===== src/rtl/sysctl_cp_pkg.sv =====
package sysctl_cp_pkg;

    localparam int unsigned CFG_W   = 4;
    localparam int unsigned CFG_LSB = 4;
    localparam logic [31:0] ID_WORD = 32'h4144_0110;

    typedef enum logic {
        XS_IDLE,
        XS_RESP
    } xfer_state_e;

    typedef enum logic {
        NS_STEADY,
        NS_NOTIFY
    } notify_state_e;

    typedef struct packed {
        logic big_endian;
        logic late_abort;
        logic data32;
        logic prog32;
    } core_cfg_t;

endpackage


===== src/rtl/sysctl_cp_decode.sv =====
module sysctl_cp_decode #(
    parameter int unsigned NREG   = 8,
    parameter int unsigned IDX_LO = 16,
    parameter int unsigned DBG_IW = 4,
    localparam int unsigned IW    = $clog2(NREG)
) (
    input  logic [31:0]       instr,
    input  logic [DBG_IW-1:0] dbg_idx,
    output logic [IW-1:0]     cp_sel,
    output logic [IW-1:0]     dbg_sel,
    output logic              dbg_in_range
);

    logic unused_instr_bits;

    assign cp_sel            = instr[IDX_LO +: IW];
    assign unused_instr_bits = ^{instr[31:IDX_LO+IW], instr[IDX_LO-1:0]};
    assign dbg_sel           = dbg_idx[IW-1:0];
    assign dbg_in_range      = (dbg_idx < DBG_IW'(NREG));

endmodule


===== src/rtl/sysctl_cp_regs.sv =====
module sysctl_cp_regs
    import sysctl_cp_pkg::*;
#(
    parameter int unsigned NREG     = 8,
    parameter int unsigned DW       = 32,
    parameter logic [DW-1:0] ID_VALUE = DW'(ID_WORD),
    localparam int unsigned IW      = $clog2(NREG)
) (
    input  logic             clk,
    input  logic             rst_n,
    input  logic [CFG_W-1:0] cfg_pins,
    input  logic             a_we,
    input  logic [IW-1:0]    a_idx,
    input  logic [DW-1:0]    a_wd,
    input  logic             b_we,
    input  logic [IW-1:0]    b_idx,
    input  logic [DW-1:0]    b_wd,
    input  logic             b_in_range,
    output logic [DW-1:0]    a_rd,
    output logic [DW-1:0]    b_rd,
    output logic [DW-1:0]    cfg_word
);

    logic [NREG-1:0][DW-1:0] words;

    for (genvar g = 0; g < NREG; g++) begin : g_reg
        logic [DW-1:0] q;
        logic [DW-1:0] rst_val;

        assign rst_val = (g == 1) ? (DW'(cfg_pins) << CFG_LSB) : '0;

        always_ff @(posedge clk) begin
            if (!rst_n) begin
                q <= rst_val;
            end else if (a_we && (a_idx == IW'(g))) begin
                q <= a_wd;
            end else if (b_we && (b_idx == IW'(g))) begin
                q <= b_wd;
            end
        end

        assign words[g] = q;
    end

    always_comb begin
        a_rd = (a_idx == '0) ? ID_VALUE : words[a_idx];
        if (!b_in_range) begin
            b_rd = '0;
        end else if (b_idx == '0) begin
            b_rd = ID_VALUE;
        end else begin
            b_rd = words[b_idx];
        end
    end

    assign cfg_word = words[1];

endmodule


===== src/rtl/sysctl_cp_resp.sv =====
module sysctl_cp_resp
    import sysctl_cp_pkg::*;
#(
    parameter int unsigned DW = 32
) (
    input  logic          clk,
    input  logic          rst_n,
    input  logic          req_valid,
    input  logic          req_write,
    input  logic [DW-1:0] rd_value,
    output logic          done,
    output logic [DW-1:0] rdata
);

    xfer_state_e state_q, state_d;

    always_comb begin
        state_d = state_q;
        unique case (state_q)
            XS_IDLE: if (req_valid) state_d = XS_RESP;
            XS_RESP: if (!req_valid) state_d = XS_IDLE;
            default: state_d = XS_IDLE;
        endcase
    end

    always_ff @(posedge clk) begin
        if (!rst_n) begin
            state_q <= XS_IDLE;
        end else begin
            state_q <= state_d;
        end
    end

    always_ff @(posedge clk) begin
        if (!rst_n) begin
            rdata <= '0;
        end else if (req_valid && !req_write) begin
            rdata <= rd_value;
        end else begin
            rdata <= '0;
        end
    end

    assign done = (state_q == XS_RESP);

endmodule


===== src/rtl/sysctl_cp_notify.sv =====
module sysctl_cp_notify
    import sysctl_cp_pkg::*;
(
    input  logic clk,
    input  logic rst_n,
    input  logic cfg_written,
    output logic strobe
);

    notify_state_e state_q, state_d;

    always_comb begin
        state_d = state_q;
        unique case (state_q)
            NS_STEADY: if (cfg_written) state_d = NS_NOTIFY;
            NS_NOTIFY: if (!cfg_written) state_d = NS_STEADY;
            default:   state_d = NS_STEADY;
        endcase
    end

    always_ff @(posedge clk) begin
        if (!rst_n) begin
            state_q <= NS_STEADY;
        end else begin
            state_q <= state_d;
        end
    end

    assign strobe = (state_q == NS_NOTIFY);

endmodule


===== src/rtl/sysctl_cp_bank.sv =====
module sysctl_cp_bank
    import sysctl_cp_pkg::*;
#(
    parameter int unsigned NREG     = 8,
    parameter int unsigned DW       = 32,
    parameter int unsigned IDX_LO   = 16,
    parameter int unsigned DBG_IW   = 4,
    parameter logic [DW-1:0] ID_VALUE = DW'(ID_WORD)
) (
    input  logic              clk,
    input  logic              rst_n,
    input  logic [CFG_W-1:0]  cfg_pins_i,
    input  logic              cp_valid_i,
    input  logic              cp_write_i,
    input  logic [31:0]       cp_instr_i,
    input  logic [DW-1:0]     cp_wdata_i,
    output logic              cp_done_o,
    output logic [DW-1:0]     cp_rdata_o,
    input  logic              dbg_valid_i,
    input  logic              dbg_write_i,
    input  logic [DBG_IW-1:0] dbg_idx_i,
    input  logic [DW-1:0]     dbg_wdata_i,
    output logic              dbg_done_o,
    output logic [DW-1:0]     dbg_rdata_o,
    output logic              prog32_o,
    output logic              data32_o,
    output logic              late_abort_o,
    output logic              big_endian_o,
    output logic              reconfig_o
);

    localparam int unsigned IW = $clog2(NREG);

    logic [IW-1:0] cp_sel, dbg_sel;
    logic          dbg_in_range;
    logic          cp_we, dbg_we, cfg_written;
    logic [DW-1:0] cp_rd, dbg_rd, cfg_word;
    core_cfg_t     cfg;

    sysctl_cp_decode #(.NREG(NREG), .IDX_LO(IDX_LO), .DBG_IW(DBG_IW)) u_decode (
        .instr        (cp_instr_i),
        .dbg_idx      (dbg_idx_i),
        .cp_sel       (cp_sel),
        .dbg_sel      (dbg_sel),
        .dbg_in_range (dbg_in_range)
    );

    assign cp_we       = cp_valid_i && cp_write_i;
    assign dbg_we      = dbg_valid_i && dbg_write_i && dbg_in_range;
    assign cfg_written = (cp_we && (cp_sel == IW'(1))) || (dbg_we && (dbg_sel == IW'(1)));

    sysctl_cp_regs #(.NREG(NREG), .DW(DW), .ID_VALUE(ID_VALUE)) u_regs (
        .clk        (clk),
        .rst_n      (rst_n),
        .cfg_pins   (cfg_pins_i),
        .a_we       (cp_we),
        .a_idx      (cp_sel),
        .a_wd       (cp_wdata_i),
        .b_we       (dbg_we),
        .b_idx      (dbg_sel),
        .b_wd       (dbg_wdata_i),
        .b_in_range (dbg_in_range),
        .a_rd       (cp_rd),
        .b_rd       (dbg_rd),
        .cfg_word   (cfg_word)
    );

    sysctl_cp_resp #(.DW(DW)) u_cp_resp (
        .clk       (clk),
        .rst_n     (rst_n),
        .req_valid (cp_valid_i),
        .req_write (cp_write_i),
        .rd_value  (cp_rd),
        .done      (cp_done_o),
        .rdata     (cp_rdata_o)
    );

    sysctl_cp_resp #(.DW(DW)) u_dbg_resp (
        .clk       (clk),
        .rst_n     (rst_n),
        .req_valid (dbg_valid_i),
        .req_write (dbg_write_i),
        .rd_value  (dbg_rd),
        .done      (dbg_done_o),
        .rdata     (dbg_rdata_o)
    );

    sysctl_cp_notify u_notify (
        .clk         (clk),
        .rst_n       (rst_n),
        .cfg_written (cfg_written),
        .strobe      (reconfig_o)
    );

    assign cfg          = core_cfg_t'(cfg_word[CFG_LSB +: CFG_W]);
    assign prog32_o     = cfg.prog32;
    assign data32_o     = cfg.data32;
    assign late_abort_o = cfg.late_abort;
    assign big_endian_o = cfg.big_endian;

endmodule


===== config.mk =====
export PLATFORM = sky130hd
export DESIGN_NAME = sysctl_cp_bank
export DESIGN_NICKNAME = d
export VERILOG_FILES = /design/src/rtl/sysctl_cp_pkg.sv /design/src/rtl/sysctl_cp_decode.sv /design/src/rtl/sysctl_cp_regs.sv /design/src/rtl/sysctl_cp_resp.sv /design/src/rtl/sysctl_cp_notify.sv /design/src/rtl/sysctl_cp_bank.sv
export SDC_FILE = /design/constraint.sdc
export NUM_CORES = 1
export LEC_CHECK = 0
export ABC_AREA = 1
export BUFFER_PORTS_ARGS = -buffer_cell sky130_fd_sc_hd__buf_2
export CAP_MARGIN = 20
export CELL_PAD_IN_SITES_DETAIL_PLACEMENT = 0
export CELL_PAD_IN_SITES_GLOBAL_PLACEMENT = 1
export CORE_UTILIZATION = 35
export CTS_BUF_LIST = sky130_fd_sc_hd__clkbuf_16
export CTS_CLUSTER_SIZE = 28
export DETAILED_ROUTE_END_ITERATION = 8
export GPL_TIMING_DRIVEN = 0
export HOLD_SLACK_MARGIN = 0.1
export PLACE_DENSITY_LB_ADDON = 0.2
export SYNTH_ARGS = -nofsm -noshare
export SYNTH_HDL_FRONTEND = slang
export SYNTH_SLANG_ARGS = --single-unit

===== constraint.sdc =====
create_clock -name clk -period 3.89 [get_ports clk]
set_input_delay 0.778 -clock clk [delete_from_list [all_inputs] [get_ports clk]]
set_output_delay 0.778 -clock clk [all_outputs]
set_load 0.05 [all_outputs]

# After elaboration in Yosys (flattened, before gate mapping)
# Cells that the tools add are included.
[word_totals]
output_inout_bits = 71
word_cells = 102
ff_bits = 323
[classes]
muxes = 26
n_reduce_logical = 38
n_lt_le_gt_ge = 3
n_bitwise = 4
n_eq_ne = 15
[ops]
columns = ["op", "n"]
rows = [
  ["$mux W32", 18],
  ["$bmux W32 S3", 2],
  ["$mux W31", 2],
  ["$eq A3 B3 Y1 const B", 8],
  ["$logic_and A1 B1 Y1", 21],
  ["$reduce_bool A2 Y1", 8],
  ["$eq A3 B2 Y1 const B", 4],
  ["$lt A3 B4 Y1 const B", 2],
  ["$mux W8", 1],
  ["$eq A3 B1 Y1 const B", 2],
  ["$logic_not A3 Y1", 2],
  ["$lt A4 B4 Y1 const B", 1],
  ["$not A1 Y1", 4],
  ["$reduce_or A4 Y1", 1],
  ["$mux W1", 3],
  ["$ne A3 B1 Y1 const B", 1],
  ["$reduce_and A3 Y1", 1],
  ["$reduce_or A3 Y1", 1],
  ["$logic_not A1 Y1", 2],
  ["$reduce_and A2 Y1", 1],
  ["$logic_or A1 B1 Y1", 1],
]

# Longest topological paths before layout
[logic_depth]
ltp_word = 6
depth_mapped = 10
ltp_nobuf = 9

# Cells and area by module
# Synthesis repeated with hierarchy kept, for this count alone.
[hier_totals]
hier_cells = 2791
hier_area_um2 = 16351.9
[modules_own_cells]
columns = ["module", "area_each_um2", "n_inst", "cells_per_inst"]
rows = [
  ["sysctl_cp_regs", 14157.3, 1, 2559],
  ["sysctl_cp_resp", 1031.0, 2, 104],
  ["sysctl_cp_bank", 56.3, 1, 14],
  ["sysctl_cp_decode", 48.8, 1, 7],
  ["sysctl_cp_notify", 27.5, 1, 3],
]

# Worst setup path before layout
# No wires, ideal clock.
[synth_path]
kind = "input port to flip-flop"
from = "in cp_instr_i[17]"
to = "reg u_regs.g_reg[1].q[4], in the netlist u_regs.cfg_word[4] (enable)"
t_arrival_ns = 1.784
setup_ns = 0.295
path_slack_ns = 1.811
t_required_ns = 3.595
path_buffers = 3
stages = 8
cell_sequence = "buf_4 > nor2_1 > nand2_1 > nand2_1 > nor2_1 > buf_2 > buf_2 > inv_2"
[synth_between]
elab_chain_cells = 3
[synth_rtl]
columns = ["item", "line", "text"]
rows = [
  ["start: declaration", "sysctl_cp_bank.sv:15", "input logic [31:0] cp_instr_i,"],
  ["$eq A3 B1 Y1", "sysctl_cp_regs.sv:35", "end else if (a_we && (a_idx == IW'(g))) begin"],
  ["$logic_and A1 B1 Y1", "sysctl_cp_regs.sv:35", ""],
  ["$ne A3 B1 Y1 (no line)", "-", ""],
  ["end signal: assignment", "sysctl_cp_regs.sv:34", "q <= rst_val;"],
  ["end signal: assignment", "sysctl_cp_regs.sv:36", "q <= a_wd;"],
  ["end signal: assignment", "sysctl_cp_regs.sv:38", "q <= b_wd;"],
  ["end: declaration", "sysctl_cp_regs.sv:27", "logic [DW-1:0] q;"],
]
# No other way between the ends.
# A chain may end at the register's enable or synchronous reset.

# Worst setup path after layout
[layout_path]
from = "in dbg_idx_i[0]"
to = "reg u_dbg_resp.rdata[14]"
[layout_between]
elab_chain_cells = 3
[layout_rtl]
columns = ["item", "line", "text"]
rows = [
  ["start: declaration", "sysctl_cp_bank.sv:21", "input logic [DBG_IW-1:0] dbg_idx_i,"],
  ["$lt A4 B4 Y1", "sysctl_cp_decode.sv:19", "assign dbg_in_range = (dbg_idx < DBG_IW'(NREG));"],
  ["$not A1 Y1 (no line)", "-", ""],
  ["$reduce_or A4 Y1 (no line)", "-", ""],
  ["end signal: assignment", "sysctl_cp_resp.sv:38", "rdata <= rd_value;"],
  ["end: declaration", "sysctl_cp_resp.sv:12", "output logic [DW-1:0] rdata"],
]
# Parallel ways exist; a longest one is shown, timed or not. The select of a mux whose other input is x is not followed.

==> key figures <==
STA
  – Final hold vios: 0
  – Slew headroom: between 10% and 20%
  – Final Cycle Share: approximately 81%
  – Highest Clock Rate: between 300 and 400 MHz
  – Clock Skew: 0.0244 ns
  – Max Slew Vio Count: 0
  – Worst-Margin Slew: 1.24 ns
  – Worst hold slack: between 0.4 and 0.5 ns
  – Final worst slack: roughly 0.74 ns
  – RSZ-0062 raised after global routing: no
  – # setup viols final: 0
  – Tmin final: approximately 3.2 ns
  – Setup TNS: 0 ns

Worst setup path
  – Cell Chain, Critical Path: buf_2, inv_2, clkbuf_1, nand2_1, clkbuf_1, nor2_1, nor3_1, nor2_1
  – Kind of critical path: primary input to flop
  – Max incr delay on CP: 0.72 ns
  – Crit Path Max Fanout: 10
  – Worst Setup End Kind: flop
  – Critical-path top delay cell: nor3_1
  – Data required, critical path: about 4.3 ns
  – Critical path buffer and inverter count: 4
  – Arrival @ worst endpoint: 3.54 ns
  – CP Launch Type: primary input
  – Delay-heaviest family, CP: simple AND/OR/NAND/NOR gates

Detailed routing
  – Metal-1 WL: 41,200 um
  – Metal3 WL: 12,200 um
  – TritonRoute pass-1 iters: 6
  – DRC violations left: 0
  – Via density: between 5 and 6
  – Top Metal Used: met5
  – Wire length per cell: between 20 and 30 um
  – Via count: slightly above 20,000
  – Antenna Nets Post-Route: 0
  – Total Wirelength: about 100,000 um
  – Met2 wire len: 42,900 um
  – 1st-iter DRT viols: 2,755

Synth
  – Post-synthesis register bit count: slightly below 300
  – Synth cell count leaders: 1,105 x nand2_1, 339 x nand3_1, 287 x dfxtp_1, 230 x inv_1, 188 x a21oi_1
  – Yosys cell types: 23
  – Synth top area share: 34.9%
  – Synth Area in Adders: 0%
  – Yosys top cell by area: dfxtp_1
  – Synth Area in Compound Gates: 11.7%
  – Largest family of logic cells by synthesized area: simple AND/OR/NAND/NOR gates
  – Yosys warning count: 0
  – Synth Area in Simple Gates: 41.5%
  – Synth area leaders: dfxtp_1 35%, nand2_1 25%, nand3_1 10%
  – Top-count cell post-synth: nand2_1
  – Sequential share of the synthesized area: 35.7%
  – Post-synth ARST share: 0%
  – Mux contribution to synthesized area: 0%
  – Gate Count Post-Synth: 2,802
  – Post-synth EDFFs: 4
  – Synth Cell Area: approximately 0.016 mm^2
  – Synth Flop Type: dfxtp_1
  – XOR/XNOR share of the synthesized area: 0%
  – Mapped Nets: a little under 3,000
  – Syn avg cell area: 5.87 um^2

Clock tree
  – Inserted Clock Buffers: 37
  – Worst-Skew Late Latency: 0.58 ns
  – Hold buffers post-CTS: 0
  – CTS resizes: 0
  – Setup Buffers After CTS: 0
  – CTS root buf: clkbuf_16
  – Max clock buf depth: 3
  – CTS Sinks: 291
  – CTS tree: yes
  – Clk pin slew, worst setup/hold paths: 0.06 ns
  – Number of H-tree levels: 2

Placement
  – Number of I/O port buffers: around 130
  – RePlAce Congestion: 1.03
  – Placed cell areas: around 0.018 mm^2
  – Setup WS pre-CTS: 0.364 ns
  – Post-DP HPWL: around 78,000 um

Die
  – Die width: 219 um
  – Io pins: 181
  – CORE AREA: 0.0465 mm^2
  – Initial Util: around 35%
  – Die ar.: 0.0479 mm^2
  – Number of cell rows: between 70 and 80
  – Die H: 219 um

Finish
  – Fin nets: 3,078
  – Fin area: 0.0191 mm^2
  – Layout area overhead: 16.0%
  – Fillers: 5,252
  – Ratio of cells with drive above 1 in the final layout: 9.21%

Flow run
  – Max-cap violations: 0

GRT
  – First-pass GRT wire length: 140,000 um
  – Vias in the first global route: 18,700
  – Initial antenna violation count: 3
  – All-Layer GR Usage: between 40% and 50%
  – Largest net degree at the start of global routing: 13
  – GRT overflow: 0

Pwr
  – VDD IR max: 338 uV
  – PD cells: 410 mW/mm^2
  – Pleak: 8.80 nW
  – Pwr Total: about 8 mW

Outcome
  – Run status: finished clean

Worst hold path
  – Worst hold-check path type: primary input to flop
[per-layer routing]
| layer | vias to the layer above | GRT usage, % |
|---|---|---|
| met3 | 311 | 10.6 |
| met1 | 9661 | 55.8 |
| met5 | - | 0 |
| met4 | 2 | 23.6 |
| met2 | 1406 | 62.7 |
| li1 | 9186 | - |
[where the power goes]
| group | switching [mW] | internal (mW) | total (mW) |
|---|---|---|---|
| combinational | 0.873 | 0.226 | 1.10 |
| sequential | 0.0626 | 3.05 | 3.11 |
| clock | 1.52 | 2.09 | 3.61 |
[cell type report]
| class | instances | area [um^2] | area share [%] |
|---|---|---|---|
| inverters | 242 | 908 | 4.76 |
| repair buffers | 127 | 652 | 3.41 |
| well taps | 607 | 759 | 3.98 |
| clock inverters | 29 | 241 | 1.26 |
| flip-flops and latches | 291 | 5870 | 30.7 |
| plain buffers | 218 | 925 | 4.84 |
| diodes | 4 | 10.0 | 0.0524 |
| multi-input cells | 2051 | 8750 | 45.9 |
| clock buffers | 39 | 976 | 5.11 |
[sequential cells by signal, indices dropped and copies added (netlist names)]
| signal | flops |
|---|---|
| u_cp_resp.done | 1 |
| u_dbg_resp.done | 1 |
| u_regs.cfg_word | 32 |
| u_notify.strobe | 1 |
| u_cp_resp.rdata | 32 |
| u_dbg_resp.rdata | 32 |
| u_regs.g.q | 192 |
[through the flow]
stage	instances	util, %
finish	3608	41.1
global route	3604	41.1
CTS	3603	41.1
detailed placement	3535	38.4
global placement	3534	38.4
floorplan	2802	-
[worst register-to-register path, cell delays in order (launching register included)]
cell	delay, ns
dfxtp_1	0.32
inv_1	0.11
o21ai_0	0.11
nor3_1	0.91
nor2_1	0.14
[cell families (layout without fill, tap and decap cells)]
family,count (synthesis),count (layout)
AND/OR/NAND/NOR,1674,1674
buffers and inverters,460,655
AO/OA/AOI/OAI,377,377
flip-flops,291,291
other,0,4
[final timing paths]
kind | slack (ns) | cells after the start | to | from
worst min-delay path | 0.43 | 3 | u_dbg_resp.done | dbg_valid_i
worst min register to register | 0.47 | 2 | u_regs.cfg_word[11] | u_regs.cfg_word[11]
worst max-delay path | 0.74 | 8 | u_dbg_resp.rdata[14] | dbg_idx_i[0]
worst max register to register | 2.12 | 4 | u_cp_resp.rdata[17] | u_regs.g_reg[5].q[17]
[cells in the final DEF, fill, tap and decap left out]
cell type  count
o21ai_1       12
buf_1         27
clkinv_1       8
clkinv_2       8
o21ai_0      151
nor2_2         7
inv_1        237
buf_6          1
nand2_2        4
buf_4          6
o211ai_1      10
inv_4          1
nand3_1      339
inv_2         10
edfxtp_1       4
a21oi_1      188
nor2_1       175
o22ai_1       16
clkbuf_1     118
nand3b_1       2
bufinv_16      4
buf_2        188
diode_2        4
dfxtp_1      287
clkbuf_16     39
clkbuf_2       4
nand4_1       22
buf_8          1
nor3_1        20
inv_6          3
nand2_1     1105
Note: power is estimated with default switching activity, not from simulation.
